==> config.mk <==
export PLATFORM = sky130hd
export DESIGN_NAME = regwin_width_adapter
export DESIGN_NICKNAME = d
export VERILOG_FILES = /design/src/rtl/regwin_pkg.sv /design/src/rtl/regwin_width_rom.sv /design/src/rtl/regwin_planner.sv /design/src/rtl/regwin_lanes.sv /design/src/rtl/regwin_width_adapter.sv
export SDC_FILE = /design/constraint.sdc
export NUM_CORES = 1
export LEC_CHECK = 0
export ABC_AREA = 0
export BUFFER_PORTS_ARGS = -buffer_cell sky130_fd_sc_hd__buf_4
export CAP_MARGIN = 0
export CORE_ASPECT_RATIO = 0.6
export CORE_UTILIZATION = 53
export CTS_CLUSTER_SIZE = 40
export DETAILED_ROUTE_END_ITERATION = 16
export GPL_TIMING_DRIVEN = 0
export PLACE_DENSITY_LB_ADDON = 0.3
export SKIP_LAST_GASP = 1
export SYNTH_ARGS = -nofsm -noshare
export SYNTH_HDL_FRONTEND = slang
export SYNTH_SLANG_ARGS = --single-unit
==> constraint.sdc <==
create_clock -name clk -period 2.96 [get_ports clk]
set_input_delay 0.444 -clock clk [delete_from_list [all_inputs] [get_ports clk]]
set_output_delay 0.444 -clock clk [all_outputs]
set_load 0.01 [all_outputs]
==> src/rtl/regwin_pkg.sv <==
package regwin_pkg;

    localparam int WIN_BYTES = 512;
    localparam int OFS_W     = $clog2(WIN_BYTES);
    localparam int GROUPS    = WIN_BYTES / 4;
    localparam int GRP_W     = $clog2(GROUPS);

    typedef enum logic [1:0] {
        SZ_BYTE = 2'd0,
        SZ_HALF = 2'd1,
        SZ_WORD = 2'd2,
        SZ_NONE = 2'd3
    } size_e;

    typedef enum logic [1:0] {
        ST_IDLE = 2'd0,
        ST_BUSY = 2'd1,
        ST_RESP = 2'd2
    } state_e;

    typedef struct packed {
        logic             fault;
        logic             widen;
        logic             rmw;
        logic [2:0]       count;
        logic [OFS_W-1:0] base;
    } plan_t;

    function automatic logic [2:0] nbytes(input size_e s);
        case (s)
            SZ_BYTE: nbytes = 3'd1;
            SZ_HALF: nbytes = 3'd2;
            SZ_WORD: nbytes = 3'd4;
            default: nbytes = 3'd0;
        endcase
    endfunction

    function automatic logic [31:0] size_mask(input size_e s);
        case (s)
            SZ_BYTE: size_mask = 32'h0000_00FF;
            SZ_HALF: size_mask = 32'h0000_FFFF;
            SZ_WORD: size_mask = 32'hFFFF_FFFF;
            default: size_mask = 32'h0;
        endcase
    endfunction

    // Native register width of a 4-byte group (group index = offset[8:2]).
    function automatic size_e group_size(input logic [GRP_W-1:0] g);
        case (g[GRP_W-1:GRP_W-3])
            3'd0:    group_size = SZ_BYTE;
            3'd1:    group_size = SZ_HALF;
            3'd2:    group_size = SZ_WORD;
            3'd3:    group_size = SZ_NONE;
            3'd4:    group_size = SZ_HALF;
            3'd5:    group_size = SZ_WORD;
            3'd6:    group_size = SZ_BYTE;
            default: group_size = g[GRP_W-4] ? SZ_NONE : SZ_BYTE;
        endcase
    endfunction

endpackage

==> src/rtl/regwin_width_rom.sv <==
module regwin_width_rom
    import regwin_pkg::*;
(
    input  logic [GRP_W-1:0] grp,
    output size_e            native
);
    size_e table_q [GROUPS];

    for (genvar g = 0; g < GROUPS; g++) begin : g_tbl
        assign table_q[g] = group_size(GRP_W'(g));
    end

    assign native = table_q[grp];
endmodule

==> src/rtl/regwin_planner.sv <==
module regwin_planner
    import regwin_pkg::*;
#(
    parameter int ADDR_W = 10
) (
    input  logic [ADDR_W-1:0] addr,
    input  size_e             req_size,
    input  logic              we,
    input  size_e             native,
    output plan_t             plan
);
    logic             in_win;
    logic [2:0]       nb_nat;
    logic [OFS_W-1:0] align_mask;
    logic [OFS_W-1:0] ofs;

    assign in_win     = ({1'b0, addr} < (ADDR_W+1)'(WIN_BYTES));
    assign nb_nat     = nbytes(native);
    assign align_mask = ~OFS_W'(nb_nat - 3'd1);
    assign ofs        = addr[OFS_W-1:0];

    always_comb begin
        plan.fault = !in_win || (native == SZ_NONE) || (req_size == SZ_NONE);
        plan.widen = (req_size < native);
        plan.rmw   = plan.widen && we;
        if (req_size > native)
            plan.count = 3'd1 << (req_size - native);
        else
            plan.count = 3'd1;
        plan.base = plan.widen ? (ofs & align_mask) : ofs;
    end
endmodule

==> src/rtl/regwin_lanes.sv <==
module regwin_lanes
    import regwin_pkg::*;
(
    input  size_e       native,
    input  size_e       req_size,
    input  logic [1:0]  lane,
    input  logic [31:0] rd_word,
    input  logic [31:0] new_data,
    output logic [31:0] picked,
    output logic [31:0] merged
);
    logic [2:0]  gap;
    logic [5:0]  sh;
    logic [31:0] m;

    // Big-endian: byte at lane 0 is the most significant of the register.
    assign gap    = nbytes(native) - nbytes(req_size) - {1'b0, lane};
    assign sh     = {gap, 3'b000};
    assign m      = size_mask(req_size);
    assign picked = (rd_word >> sh) & m;
    assign merged = (rd_word & ~(m << sh)) | ((new_data & m) << sh);
endmodule

==> src/rtl/regwin_width_adapter.sv <==
module regwin_width_adapter
    import regwin_pkg::*;
#(
    parameter int ADDR_W = 10
) (
    input  logic              clk,
    input  logic              rst,
    input  logic              cpu_req,
    input  logic              cpu_we,
    input  logic [1:0]        cpu_size,
    input  logic [ADDR_W-1:0] cpu_addr,
    input  logic [31:0]       cpu_wdata,
    output logic              cpu_done,
    output logic              cpu_err,
    output logic [31:0]       cpu_rdata,
    output logic              periph_req,
    output logic              periph_we,
    output logic [1:0]        periph_size,
    output logic [OFS_W-1:0]  periph_addr,
    output logic [31:0]       periph_wdata,
    input  logic              periph_ack,
    input  logic [31:0]       periph_rdata
);
    size_e  req_sz;
    size_e  nat_sz;
    plan_t  plan;

    assign req_sz = size_e'(cpu_size);

    regwin_width_rom u_rom (
        .grp    (cpu_addr[GRP_W+1:2]),
        .native (nat_sz)
    );

    regwin_planner #(.ADDR_W(ADDR_W)) u_plan (
        .addr     (cpu_addr),
        .req_size (req_sz),
        .we       (cpu_we),
        .native   (nat_sz),
        .plan     (plan)
    );

    state_e      st;
    size_e       cur_nat;
    size_e       cur_req;
    logic [1:0]  cur_lane;
    logic        cur_widen;
    logic        cur_rmw;
    logic        cur_we;
    logic [2:0]  remaining;
    logic [31:0] wshift;
    logic [31:0] acc;
    logic [31:0] hold_wdata;
    logic [31:0] result;
    logic        err_r;
    logic        preq;
    logic        pwe;
    size_e       psize;
    logic [OFS_W-1:0] paddr;
    logic [31:0] pwdata;

    logic [31:0] picked;
    logic [31:0] merged;

    regwin_lanes u_lanes (
        .native   (cur_nat),
        .req_size (cur_req),
        .lane     (cur_lane),
        .rd_word  (periph_rdata),
        .new_data (hold_wdata),
        .picked   (picked),
        .merged   (merged)
    );

    // Accept-time data alignment: left-justify write data, take first chunk.
    logic [2:0]  nb_req;
    logic [2:0]  nb_nat;
    logic [31:0] wsh0;
    logic [31:0] chunk0;
    logic [1:0]  lane0;

    assign nb_req = nbytes(req_sz);
    assign nb_nat = nbytes(nat_sz);
    assign wsh0   = cpu_wdata << (6'd32 - {nb_req, 3'b000});
    assign chunk0 = wsh0 >> (6'd32 - {nb_nat, 3'b000});
    assign lane0  = cpu_addr[1:0] & 2'(nb_nat - 3'd1);

    // Per-sub-access stepping in a split.
    logic [2:0]  nb_cur;
    logic [5:0]  step_bits;
    logic [31:0] acc_next;
    logic [31:0] wshift_next;
    logic [31:0] chunk_next;

    assign nb_cur      = nbytes(cur_nat);
    assign step_bits   = {nb_cur, 3'b000};
    assign acc_next    = (acc << step_bits) | (periph_rdata & size_mask(cur_nat));
    assign wshift_next = wshift << step_bits;
    assign chunk_next  = wshift_next >> (6'd32 - step_bits);

    always_ff @(posedge clk) begin
        if (rst) begin
            st         <= ST_IDLE;
            cur_nat    <= SZ_BYTE;
            cur_req    <= SZ_BYTE;
            cur_lane   <= 2'd0;
            cur_widen  <= 1'b0;
            cur_rmw    <= 1'b0;
            cur_we     <= 1'b0;
            remaining  <= 3'd0;
            wshift     <= 32'd0;
            acc        <= 32'd0;
            hold_wdata <= 32'd0;
            result     <= 32'd0;
            err_r      <= 1'b0;
            preq       <= 1'b0;
            pwe        <= 1'b0;
            psize      <= SZ_BYTE;
            paddr      <= '0;
            pwdata     <= 32'd0;
        end else begin
            case (st)
                ST_IDLE: begin
                    if (cpu_req) begin
                        cur_nat    <= nat_sz;
                        cur_req    <= req_sz;
                        cur_lane   <= lane0;
                        cur_widen  <= plan.widen;
                        cur_rmw    <= plan.rmw;
                        cur_we     <= cpu_we;
                        remaining  <= plan.count;
                        wshift     <= wsh0;
                        acc        <= 32'd0;
                        hold_wdata <= cpu_wdata;
                        result     <= 32'd0;
                        if (plan.fault) begin
                            err_r <= 1'b1;
                            st    <= ST_RESP;
                        end else begin
                            err_r  <= 1'b0;
                            preq   <= 1'b1;
                            pwe    <= cpu_we && !plan.widen;
                            psize  <= nat_sz;
                            paddr  <= plan.base;
                            pwdata <= plan.widen ? 32'd0 : chunk0;
                            st     <= ST_BUSY;
                        end
                    end
                end
                ST_BUSY: begin
                    if (periph_ack) begin
                        if (cur_widen) begin
                            if (cur_rmw && !pwe) begin
                                pwe    <= 1'b1;
                                pwdata <= merged;
                            end else begin
                                preq   <= 1'b0;
                                pwe    <= 1'b0;
                                result <= cur_we ? 32'd0 : picked;
                                st     <= ST_RESP;
                            end
                        end else begin
                            acc <= acc_next;
                            if (remaining == 3'd1) begin
                                preq   <= 1'b0;
                                pwe    <= 1'b0;
                                result <= cur_we ? 32'd0 : acc_next;
                                st     <= ST_RESP;
                            end else begin
                                remaining <= remaining - 3'd1;
                                paddr     <= paddr + OFS_W'(nb_cur);
                                wshift    <= wshift_next;
                                pwdata    <= chunk_next;
                            end
                        end
                    end
                end
                default: begin
                    st <= ST_IDLE;
                end
            endcase
        end
    end

    assign cpu_done     = (st == ST_RESP);
    assign cpu_err      = err_r;
    assign cpu_rdata    = result;
    assign periph_req   = preq;
    assign periph_we    = pwe;
    assign periph_size  = psize;
    assign periph_addr  = paddr;
    assign periph_wdata = pwdata;
endmodule

### After elaboration in Yosys (flattened, before gate mapping)

Memory sizes are Yosys's and may differ from the RTL's.
Cells that the tools add are included.

* memories kept: 1
* word-level logic and storage cells: 166
* bits in registers: 188
* latch bits: 0
* bits of input ports: 81
* ROM bits: 256
* memory bits (writable): 0

* shift-type cells: 9
* magnitude comparators: 4
* divide/modulo/power cells: 0
* mux-type cells: 66
* add/subtract/negate cells: 10
* reduce and logical (&&, ||, !) cells: 24
* multipliers: 0
* eq/ne operators: 22
* bitwise logic cells: 12

Memory list
* (name not given): words 128, bits a word 2, rd ports 1, clocked after Yosys merged registers in 0, write ports 0, RTL line regwin_width_rom.sv:13 `assign native = table_q[grp];`

Operator list (number)
* 32-bit 2-to-1 mux: 20
* 32-bit case mux with 2 select lines: 4
* 32-bit case mux with 3 select lines: 2
* 32-bit by 6-bit << shifter with 32-bit output: 5
* 32-bit AND: 4
* 32-bit by 6-bit right shift with 32-bit output: 3
* 32-bit OR: 2
* 9-bit 2-to-1 mux: 6
* 3-bit case mux with 3 select lines: 4
* 32-bit NOT: 1
* 9-bit case mux with 2 select lines: 1
* 6-bit AND reduction: 3
* 6-bit subtractor (first input constant): 3
* 2-bit 2-to-1 mux: 8
* 3-bit 2-to-1 mux: 5
* 5-bit AND reduction: 3
* 2-bit equality test (second input constant): 7
* 1-bit 2-to-1 mux: 12
* 3-bit != test (second input constant): 4
* 2-bit by 1-bit equality test with 1-bit output (second input constant): 5
* 2-bit logical NOT: 5
* 10-bit < comparator (second input constant): 1
* 2-bit != test (second input constant): 5
* 9-bit by 3-bit adder with 9-bit output: 1
* 26 further kinds: 33

### Depth between registers and ports, before layout

Gate-level depths: netlist of run 1.

* word-level depth: 13
* gate-level depth with buffers: 14
* depth with buffers taken out: 11

### Hierarchy

Synthesis of run 1 repeated with hierarchy kept, for this count alone.

* cells, all modules: 1594
* area, all modules: 12439.4 um^2

By module, submodules not included
* regwin_width_adapter: area an instance 10603.9 um^2, times used 1, cells an instance 1342
* regwin_lanes: area an instance 1617.8 um^2, times used 1, cells an instance 221
* regwin_planner: area an instance 173.9 um^2, times used 1, cells an instance 24
* regwin_width_rom: area an instance 43.8 um^2, times used 1, cells an instance 7

### Least setup slack after synthesis of run 1

Ideal clock, no wire load.

* kind: reg2reg
* start: register cur_nat[0]
* end: register pwdata[24], in the netlist periph_wdata[24]
* arrival time: 2863 ps
* stages on the path, launching flop included: 12
* path slack: 12 ps
* clock period less this slack: 2948 ps
* cells stage by stage: dfxtp_1 inv_1 ha_1 fa_1 inv_1 fa_1 clkbuf_1 buf_2 o311ai_1 o311a_1 a22oi_1 a211oi_1

* cells in the longest elaborated chain, start to end: 12
* elaborated cells on any way between the ends: 19

RTL lines
* start, declared: RTL line regwin_width_adapter.sv:44 `size_e cur_nat;`
* start signal, assigned: RTL line regwin_width_adapter.sv:125 `cur_nat <= nat_sz;`
* 2-bit equality test (tied with other cells): RTL line regwin_pkg.sv:30 `case (s)`
* 3-bit case mux with 3 select lines *: RTL line regwin_pkg.sv:30
* 3-bit subtractor: RTL line regwin_lanes.sv:17 `assign gap = nbytes(native) - nbytes(req_size) - {1'b0, lane};`
* 3-bit by 2-bit subtractor with 3-bit output: RTL line regwin_lanes.sv:17
* 32-bit by 6-bit << shifter with 32-bit output: RTL line regwin_lanes.sv:21 `assign merged = (rd_word & ~(m << sh)) | ((new_data & m) << sh);`
* 32-bit NOT: RTL line regwin_lanes.sv:21
* 32-bit AND: RTL line regwin_lanes.sv:21
* 32-bit OR: RTL line regwin_lanes.sv:21
* 32-bit 2-to-1 mux: RTL line regwin_width_adapter.sv:153 `if (cur_rmw && !pwe) begin`
* 32-bit 2-to-1 mux *: RTL line regwin_width_adapter.sv:152 `if (cur_widen) begin`
* 32-bit 2-to-1 mux *: RTL line regwin_width_adapter.sv:151 `if (periph_ack) begin`
* 32-bit case mux with 2 select lines *: RTL line regwin_width_adapter.sv:122 `case (st)`
* end signal, assigned: RTL line regwin_width_adapter.sv:145 `pwdata <= plan.widen ? 32'd0 : chunk0;`
* end signal, assigned: RTL line regwin_width_adapter.sv:155 `pwdata <= merged;`
* end signal, assigned: RTL line regwin_width_adapter.sv:173 `pwdata <= chunk_next;`
* end, declared: RTL line regwin_width_adapter.sv:60 `logic [31:0] pwdata;`

Every way passes the cells marked *; elsewhere a longest branch is shown, timed or not. The select of a mux whose other input is x is not followed.
A chain may end at the register's enable or synchronous reset.

### Worst setup path in the final report of run 1

* start: register cur_req[0]
* end: register pwdata[28], in the netlist periph_wdata[28]

* cells in the longest elaborated chain, start to end: 12
* elaborated cells on any way between the ends: 17

RTL lines
* start, declared: RTL line regwin_width_adapter.sv:45 `size_e cur_req;`
* start signal, assigned: RTL line regwin_width_adapter.sv:126 `cur_req <= req_sz;`
* 2-bit equality test (tied with other cells): RTL line regwin_pkg.sv:30, regwin_pkg.sv:39
* 3-bit case mux with 3 select lines: RTL line regwin_pkg.sv:30
* 3-bit subtractor: RTL line regwin_lanes.sv:17
* 3-bit by 2-bit subtractor with 3-bit output: RTL line regwin_lanes.sv:17
* 32-bit by 6-bit << shifter with 32-bit output: RTL line regwin_lanes.sv:21
* 32-bit NOT: RTL line regwin_lanes.sv:21
* 32-bit AND: RTL line regwin_lanes.sv:21
* 32-bit OR *: RTL line regwin_lanes.sv:21
* 32-bit 2-to-1 mux *: RTL line regwin_width_adapter.sv:153
* 32-bit 2-to-1 mux *: RTL line regwin_width_adapter.sv:152
* 32-bit 2-to-1 mux *: RTL line regwin_width_adapter.sv:151
* 32-bit case mux with 2 select lines *: RTL line regwin_width_adapter.sv:122

Marks and branches as above.

==> results.md, run 1 <==
Status:
- The run finished, with violations left.
- The checks that failed: setup timing.

Clock tree:
- After clock tree synthesis, the clock-pin slew on the worst setup and hold paths is 70 ps.
- The clock tree root driver cell is clkbuf_16.
- TritonCTS created 17 clock buffers.
- The TritonCTS clock tree is done.
- The clock passes through at most 2 buffers.
- Counting every sink on the clock net gives 188.
- Clock latency on the worst-skew pair, taken at its later pin, is 480 ps.
- The H-tree was split into 4 levels.
- The number of buffers inserted by hold repair at cts is 0.

Synth:
- Yosys mapped a number of flops with a built-in enable equal to 0.
- The number of nets handed over by synthesis was 1,547.
- Synthesis handed over a netlist of 1,444 instances.
- The most used flip-flop cell after synthesis is dfxtp_1.
- Of the post-synthesis cell area, the dominant cell type holds 0.3223.
- The library cell with the highest instance count after synthesis is nand2_1.
- The post-synthesis instance area is 11,680 um2.
- The number of warning messages in the yosys log is 0.
- For this run, asynchronously set or reset flops after synthesis account for 0.
- The post-synthesis sequential area ratio is 0.3223.
- A synthesized cell averages 8.087 um2.
- The count of different cell masters after synthesis is 82.
- The library cell occupying the most area in the post-synthesis netlist is dfxtp_1.
- Ranked by instance count, the synthesized netlist is headed by nand2_1 (200), dfxtp_1 (188), nor2_1 (129).
- The synthesized design contains 188 register bits.
- After synthesis, the cell types taking the most area are dfxtp_1 (32%), mux2i_1 (6.9%), nand2_1 (6.4%).

STA:
- For the final routed database, the setup TNS stands at -251.6 ps.
- For the pin with the worst max-slew slack, the measured transition is 1191 ps.
- Setup repair after global routing could not meet its margin everywhere.
- The hold violation count in the final report is 0.
- On the final layout, the worst clock skew is 12.80 ps.
- The upper clock frequency limit is 0.3248 GHz.
- Measured against its own limit, the worst slew margin works out to 0.2058.
- Final hold analysis gives a worst-case slack of 231.6 ps.
- The count of endpoints failing setup in the final report is 4.
- The final worst-path setup slack is -119.2 ps.
- For the finished layout, the period the worst path requires is 3079 ps.
- The count of final max-slew check failures is 0.
- Dividing the final minimum period by the clock period gives 1.040.

Worst setup path:
- The worst path buffer plus inverter count is 4.
- Data on the critical path arrives at its endpoint at 3380 ps.
- The required time reported for the critical path endpoint is 3260 ps.
- On the critical path, the stage with the largest delay is an instance of fa_2.
- STA classifies the critical path endpoint as a register.
- The worst reg2reg path startpoint is cur_req[0].
- Measured in cells, the most critical reg-to-reg path has a length of 10.
- Among cell families on the critical path, the largest total delay comes from buffers and inverters.
- For flop-to-flop paths, the worst setup slack is -120 ps.
- The critical-path maximum fanout is 10.
- The signal on the critical path passes through inv_2, ha_4, inv_2, fa_2, clkbuf_2, buf_4, mux2i_2, o22ai_1, a22oi_2, a211oi_1.
- The endpoint identified for the worst register-to-register timing path is periph_wdata[28].
- The category of the worst setup path launch point is a register.
- In this design, the stage delay of the slowest critical-path cell is 620 ps.
- The cell that appears most often on the critical path is inv_2.
- The category of the critical setup timing path is register to register.

Pwr:
- The power density normalized to cell area is 563.7 nW/um2.
- VDD sags by at most 460.2 uV.
- The analysis attributes to cell leakage a power of 0.005546 uW.

Detailed routing:
- Dividing the detail-routed wire length by the instance count gives 30.32 um.
- The number of optimization iterations in the first detailed-route pass is 7.
- For this block, the via count after detailed routing is 13.87k.
- The count of nets left with antenna violations once routing finished came out at 0.
- The first routing iteration left 2,805 violations.
- The final layout contains routed wiring with a total length of 58,740 um.
- After detailed routing, the number of remaining DRC violations is 0.
- Using the TritonRoute via totals, the vias-per-cell ratio works out to 7.162.

Floorplan:
- The floorplan step defined a core boundary enclosing 21,290 um2.
- The number of top-level pins is 160.
- The initialized floorplan defines 41 standard-cell rows.
- The starting density of the core is 0.5485.
- The die span in y is 117.0 um.
- The die covers 22,650 um2.
- The die width is 193.6 um.

Worst hold path:
- The startpoint of the most critical hold path is periph_rdata[5].
- The worst hold path belongs to the class primary input to register.
- Counting instances, the worst hold path has a depth of 3.
- The worst min-delay path endpoint is acc[5].

Layout:
- After the last flow step, the layout net total stands at 1,744.
- The post-route cell area is 14,480 um2.
- The number of non-filler instances in the completed layout is 1,937.
- The sequential cell area is 3774 um2.
- The number of fill cells is 1,774.
- The total area of multi-input combinational cells is 7632 um2.
- The core occupancy in the finished layout is 0.6800.
- The relative area change from synthesis to final layout is 23.97%.
- The share of layout cells above drive strength 1 is 0.2391.

GRT:
- The initial antenna violation count is 6.
- Entering global routing, the biggest net connects 17 pins.
- The first global-routing pass estimated 81,790 um of wire.
- For this run, the total global-route usage over all layers was measured as 0.5040.
- The via count of the first global-routing pass is 12.32k.
- Summed over all layers, the global routing overflow is 0.

Placed design:
- The number of placed instances with taps included is 1,881.
- The total of buffers placed on input and output ports is 158.
- The congestion estimate from routability-driven global placement came to 1.182.
- The placed instances occupy a cell area of 13,210 um2.
- The HPWL after detailed placement is 44,780 um.

Job:
- Across the run, the number of max-cap violations was 0.
## stage by stage
step,setup slack (ps),total power (uW)
2_1_floorplan,11.53,4335
3_3_place_gp,-1004,5263
3_5_place_dp,-1087,5279
4_1_cts,-106.7,7802
5_1_grt,-92.98,8264
6_report,-119.2,8160
## per-layer routing
metal | vias to the layer above | share of wire | global-route usage
li1 | 5727 | - | -
met1 | 6485 | 0.39 | 0.6753
met2 | 1413 | 0.36 | 0.6320
met3 | 236 | 0.21 | 0.3089
met4 | 12 | 0.041 | 0.1947
met5 | - | 0.0037 | 0.02675
## layout make-up
class	instances	area share
clock inverter	10	0.008038
sequential	188	0.2607
timing repair buffer	180	0.09680
buffer	118	0.04019
inverter	36	0.009680
clock buffer	20	0.03224
multi-input combinational	1100	0.5272
tap	279	0.02411
antenna	6	0.001037
## layout by cell type (no fill, tap or decap), drive strengths merged, types with 23 or more instances in the layout
master  count
a211oi     30
a21oi     102
a221oi     31
a22o       34
a22oi      48
a311oi     23
buf       236
clkbuf     82
dfxtp     188
inv        37
mux2       23
mux2i      81
nand2     200
nor2      132
nor2b      39
nor3       49
o21ai      46
o22ai      37
## worst min-delay path, delay by kind of cell
family	cells	cell delay [ps]
and+or+nand+nor	1	80
buffers and inverters	1	100
AOI/OAI and AO/OA	1	60
## power by group
group	leakage, uW	switching, uW	internal [uW]
clock	0.000284	1140	1300
combinational	0.00373	1870	1020
sequential	0.00153	162	2670
## kinds of logic (layout without fill, tap and decap cells)
group / Yosys count / after routing / share of synthesized area
adders and majority gates: 22 / 22 / 0.02614
AOI/OAI and AO/OA: 459 / 459 / 0.2814
buffers and inverters: 157 / 364 / 0.05818
xor gates and xnor gates: 6 / 7 / 0.009108
muxes: 110 / 110 / 0.1032
and+or+nand+nor: 502 / 502 / 0.1997
other: 0 / 6 / 0
DFF: 188 / 188 / 0.3223
## flip-flops by register name, summed over array words and instances, names as in the netlist, 2 cells and up
register,cells
wshift,32
cur_nat,2
remaining,3
hold_wdata,32
cur_lane,2
cpu_rdata,32
periph_wdata,32
cur_req,2
st,2
acc,32
periph_size,2
periph_addr,9
## repair_timing
action	4_1_cts	5_1_grt
resized for setup	74	41
buffers inserted	12	9
gates cloned	1	1
setup endpoints to repair	78	86
hold endpoints to repair	0	0
pin swaps	23	17
## how the worst max path moves through the flow
| stage | start | endpoint | cells past startpoint |
|---|---|---|---|
| final | cur_req[0] | periph_wdata[28] | 10 |
| after global routing | cur_req[0] | periph_wdata[25] | 12 |
| after CTS | cur_req[0] | periph_wdata[27] | 12 |
| after detailed placement | cur_nat[0] | periph_wdata[30] | 12 |
| after global placement | cur_nat[0] | periph_wdata[30] | 12 |
| after floorplan | cur_nat[0] | periph_wdata[24] | 11 |
No activity file was read; power rests on OpenSTA's default activity.
==> inputs of run 2 (changes only) <==
- MAX_ROUTING_LAYER: unset -> met4
==> run 2 against run 1 <==
  * Clock power is 2% higher
  * Sequential cell count unchanged
  * Clock-buffer cell count fell by 1
  * Critical path depth up 1
  * Final cell count down 0.10%
  * The run still ends with setup timing left
  * Die area is the same
==> results.md, run 2 (synthesized netlist as in run 1, its figures left out) <==
STA:
- The count of endpoints failing setup in the final report is 5 (+1).
- The final worst-path setup slack is -52.94 ps (+66.27 ps).
- The hold violation count in the final report is 0 (unchanged).
- The relative slew slack is 0.2543 (+0.04848).
- Setup repair after global routing could not meet its margin everywhere.
- The upper clock frequency limit is 0.3319 GHz (+2.2%).
- The shortest clock period the worst path allows after layout came to 3013 ps (-66.27 ps).
- The count of final max-slew check failures came to 0 (unchanged).
- The slew of the pin with the lowest slew margin is 1119 ps (-72.73 ps).
- The ratio of final minimum period to clock period is 1.018 (-0.02239).
- The clock tree skew after final layout was 12.33 ps (-0.4676 ps).

Worst setup path:
- The worst reg2reg path startpoint is cur_nat[1].
- The critical-path maximum fanout came to 7 (-3).
- STA classifies the critical path endpoint as a register.
- The endpoint arrival time on the critical path is 3330 ps (-50 ps).
- The category of the critical setup timing path is register to register.
- The startpoint of the worst setup timing path is cur_nat[1].
- The required time reported for the critical path endpoint is 3280 ps (+20 ps).
- The category of the worst setup path launch point is a register.

Detailed routing:
- The number of optimization iterations in the first detailed-route pass was 7 (unchanged).
- The remaining routing DRC violations is 0 (unchanged).
- The count of vias placed by the detailed router was 14.02k (+1.1%).
- The number of DRC markers in iteration 0 is 2,860 (+2.0%).
- The detailed-route vias per instance came to 7.247 (+1.2%).
- The total wire length after detailed routing was 59,140 um (+0.69%).
- The wire length per cell came to 30.56 um (+0.79%).
- The remaining antenna violation count after routing is 0 (unchanged).

Placed design:
- The total of buffers placed on input and output ports came to 158 (unchanged).
- The HPWL after detailed placement is 45,280 um (+1.1%).
- The instance area after placement is 13,210 um2 (unchanged).
- The setup slack after placement was -959.5 ps (+127.2 ps).
- The routability congestion estimate is 1.184 (+0.11%).

GRT:
- The initial antenna violation count is 2 (-4).
- The via count of the first global-routing pass is 12.24k (-0.65%).
- The total overflow reported by the global router was 0 (unchanged).
- The largest net degree at the start of global routing was 18 (+1).
- The global-route total usage across every layer is 0.5220 (+0.01803).
- The global-route wire length before repair was 81,830 um (about the same).

Clock tree:
- The root buffer cell chosen for the clock tree is clkbuf_16.
- The number of buffers inserted by hold repair at cts is 0 (unchanged).
- The buffer depth of the longest clock path was 2 (unchanged).
- The number of levels the H-tree was split into was 4 (unchanged).
- The clock transition at the register clock pins on the worst setup and hold paths after CTS came to 80 ps (about the same).
- The TritonCTS clock tree is done.
- The clock latency at the later pin of the worst-skew pair is 460 ps (-20 ps).
- The clock net sink count is 188 (unchanged).
- The total CTS buffers is 17 (unchanged).

Layout:
- The share of layout cells above drive strength 1 is 0.2400 (+0.0008959).
- Leaving out fill and tap cells, the most frequent cell in the layout is nand2_1.
- The post-route cell area is 14,560 um2 (+0.59%).
- The core occupancy in the finished layout is 0.6840 (+0.003997).
- The library cells used most frequently in the layout, excluding fill and tap cells, are nand2_1 (197), dfxtp_1 (184), buf_4 (179).
- The area growth from synthesis to layout is 24.70%.
- The final net count was 1,741 (-0.17%).

Floorplan:
- The number of top-level pins is 160 (unchanged).
- The area of the die is 22,650 um2 (unchanged).
- The starting density of the core is 0.5485 (unchanged).
- The die span in y came to 117.0 um (unchanged).
- The row count is 41 (unchanged).
- The die width is 193.6 um (unchanged).
- The total core area was 21,290 um2 (unchanged).

Worst hold path:
- The startpoint identified for the worst hold timing path is cpu_wdata[30].
- The min-delay analysis places its worst path in the category primary input to register.

Status:
- The final reports fail on setup timing.
- The run finished, with violations left.

Pwr:
- The maximum resistive drop on vdd is 381.4 uV (-17%).
- The leakage power came to 0.005571 uW (+0.45%).
- The power density normalized to cell area came to 572.8 nW/um2 (+1.6%).

Job:
- The number of maximum-capacitance constraint violations came to 0 (unchanged).
## run 2: changes by cell type in the layout (fill, tap and decap cells not counted), moves of 3 or more
| cell | delta |
|---|---|
| clkinv_2 | -3 |
| o22ai_1 | -4 |
| a311oi_2 | -3 |
| buf_4 | -4 |
| inv_1 | +4 |
| ha_1 | +4 |
| mux2i_1 | -3 |
| nand2_1 | -3 |
| a211oi_1 | -4 |
| o22ai_4 | +4 |
| a211oi_2 | +4 |
## run 2: worst paths after layout
path | endpoint | depth (start not counted) | slack (ps)
min reg2reg | wshift[31] | 2 | 460
max | periph_wdata[20] | 11 | -50
max reg2reg | periph_wdata[20] | 11 | -50
min | hold_wdata[30] | 3 | 240
## run 2: what timing repair did
| action | in CTS | in global routing |
|---|---|---|
| pin swaps | 10 | 13 |
| cloned | 0 | 1 |
| resized for setup | 56 | 82 |
| setup buffers | 11 | 7 |
| endpoints found under the setup margin | 74 | 82 |
## run 2: layer usage
metal / track usage / vias to the layer above / routed length, um
met5: - / - / 0
met4: 0.2048 / 0 / 2620
met3: 0.2868 / 281 / 12300
met2: 0.6387 / 1406 / 21480
met1: 0.6878 / 6614 / 22740
li1: - / 5722 / -
## run 2: worst max-delay path: stages, from the launching register on
cell and delay, ps:
dfxtp_4 380, inv_1 100, ha_4 180, fa_2 320, inv_1 80, fa_2 550, and2_1 210, clkbuf_4 180
a32oi_1 210, nand2_1 210, a22oi_2 310, a311oi_1 120
## run 2: metrics by stage
step	hold WS [ps]	std cells	power, uW	setup TNS (ps)
2_1_floorplan	431.9	1444	4335	0
3_3_place_gp	443.1	1881	5264	-41410
3_5_place_dp	450.2	1881	5286	-46070
4_1_cts	250.0	1921	7843	-94.36
5_1_grt	259.8	1932	8468	-430.2
6_report	244.4	1935	8341	-126.2
## run 2: area by class of cell
type	count	area [um2]
buffer	119	615.6
antenna	6	15.01
clock buffer	19	442.9
timing repair buffer	177	1379
fill	1756	6728
multi-input combinational	1099	7696
tap	279	349.1
inverter	36	135.1
sequential	188	3774
clock inverter	12	155.1
## run 2: power breakdown
part           internal (uW)  total, uW  switching, uW
logic                   1110       3030           1920
registers               2670       2840            165
clock network           1290       2480           1190
total                   5070       8340           3270
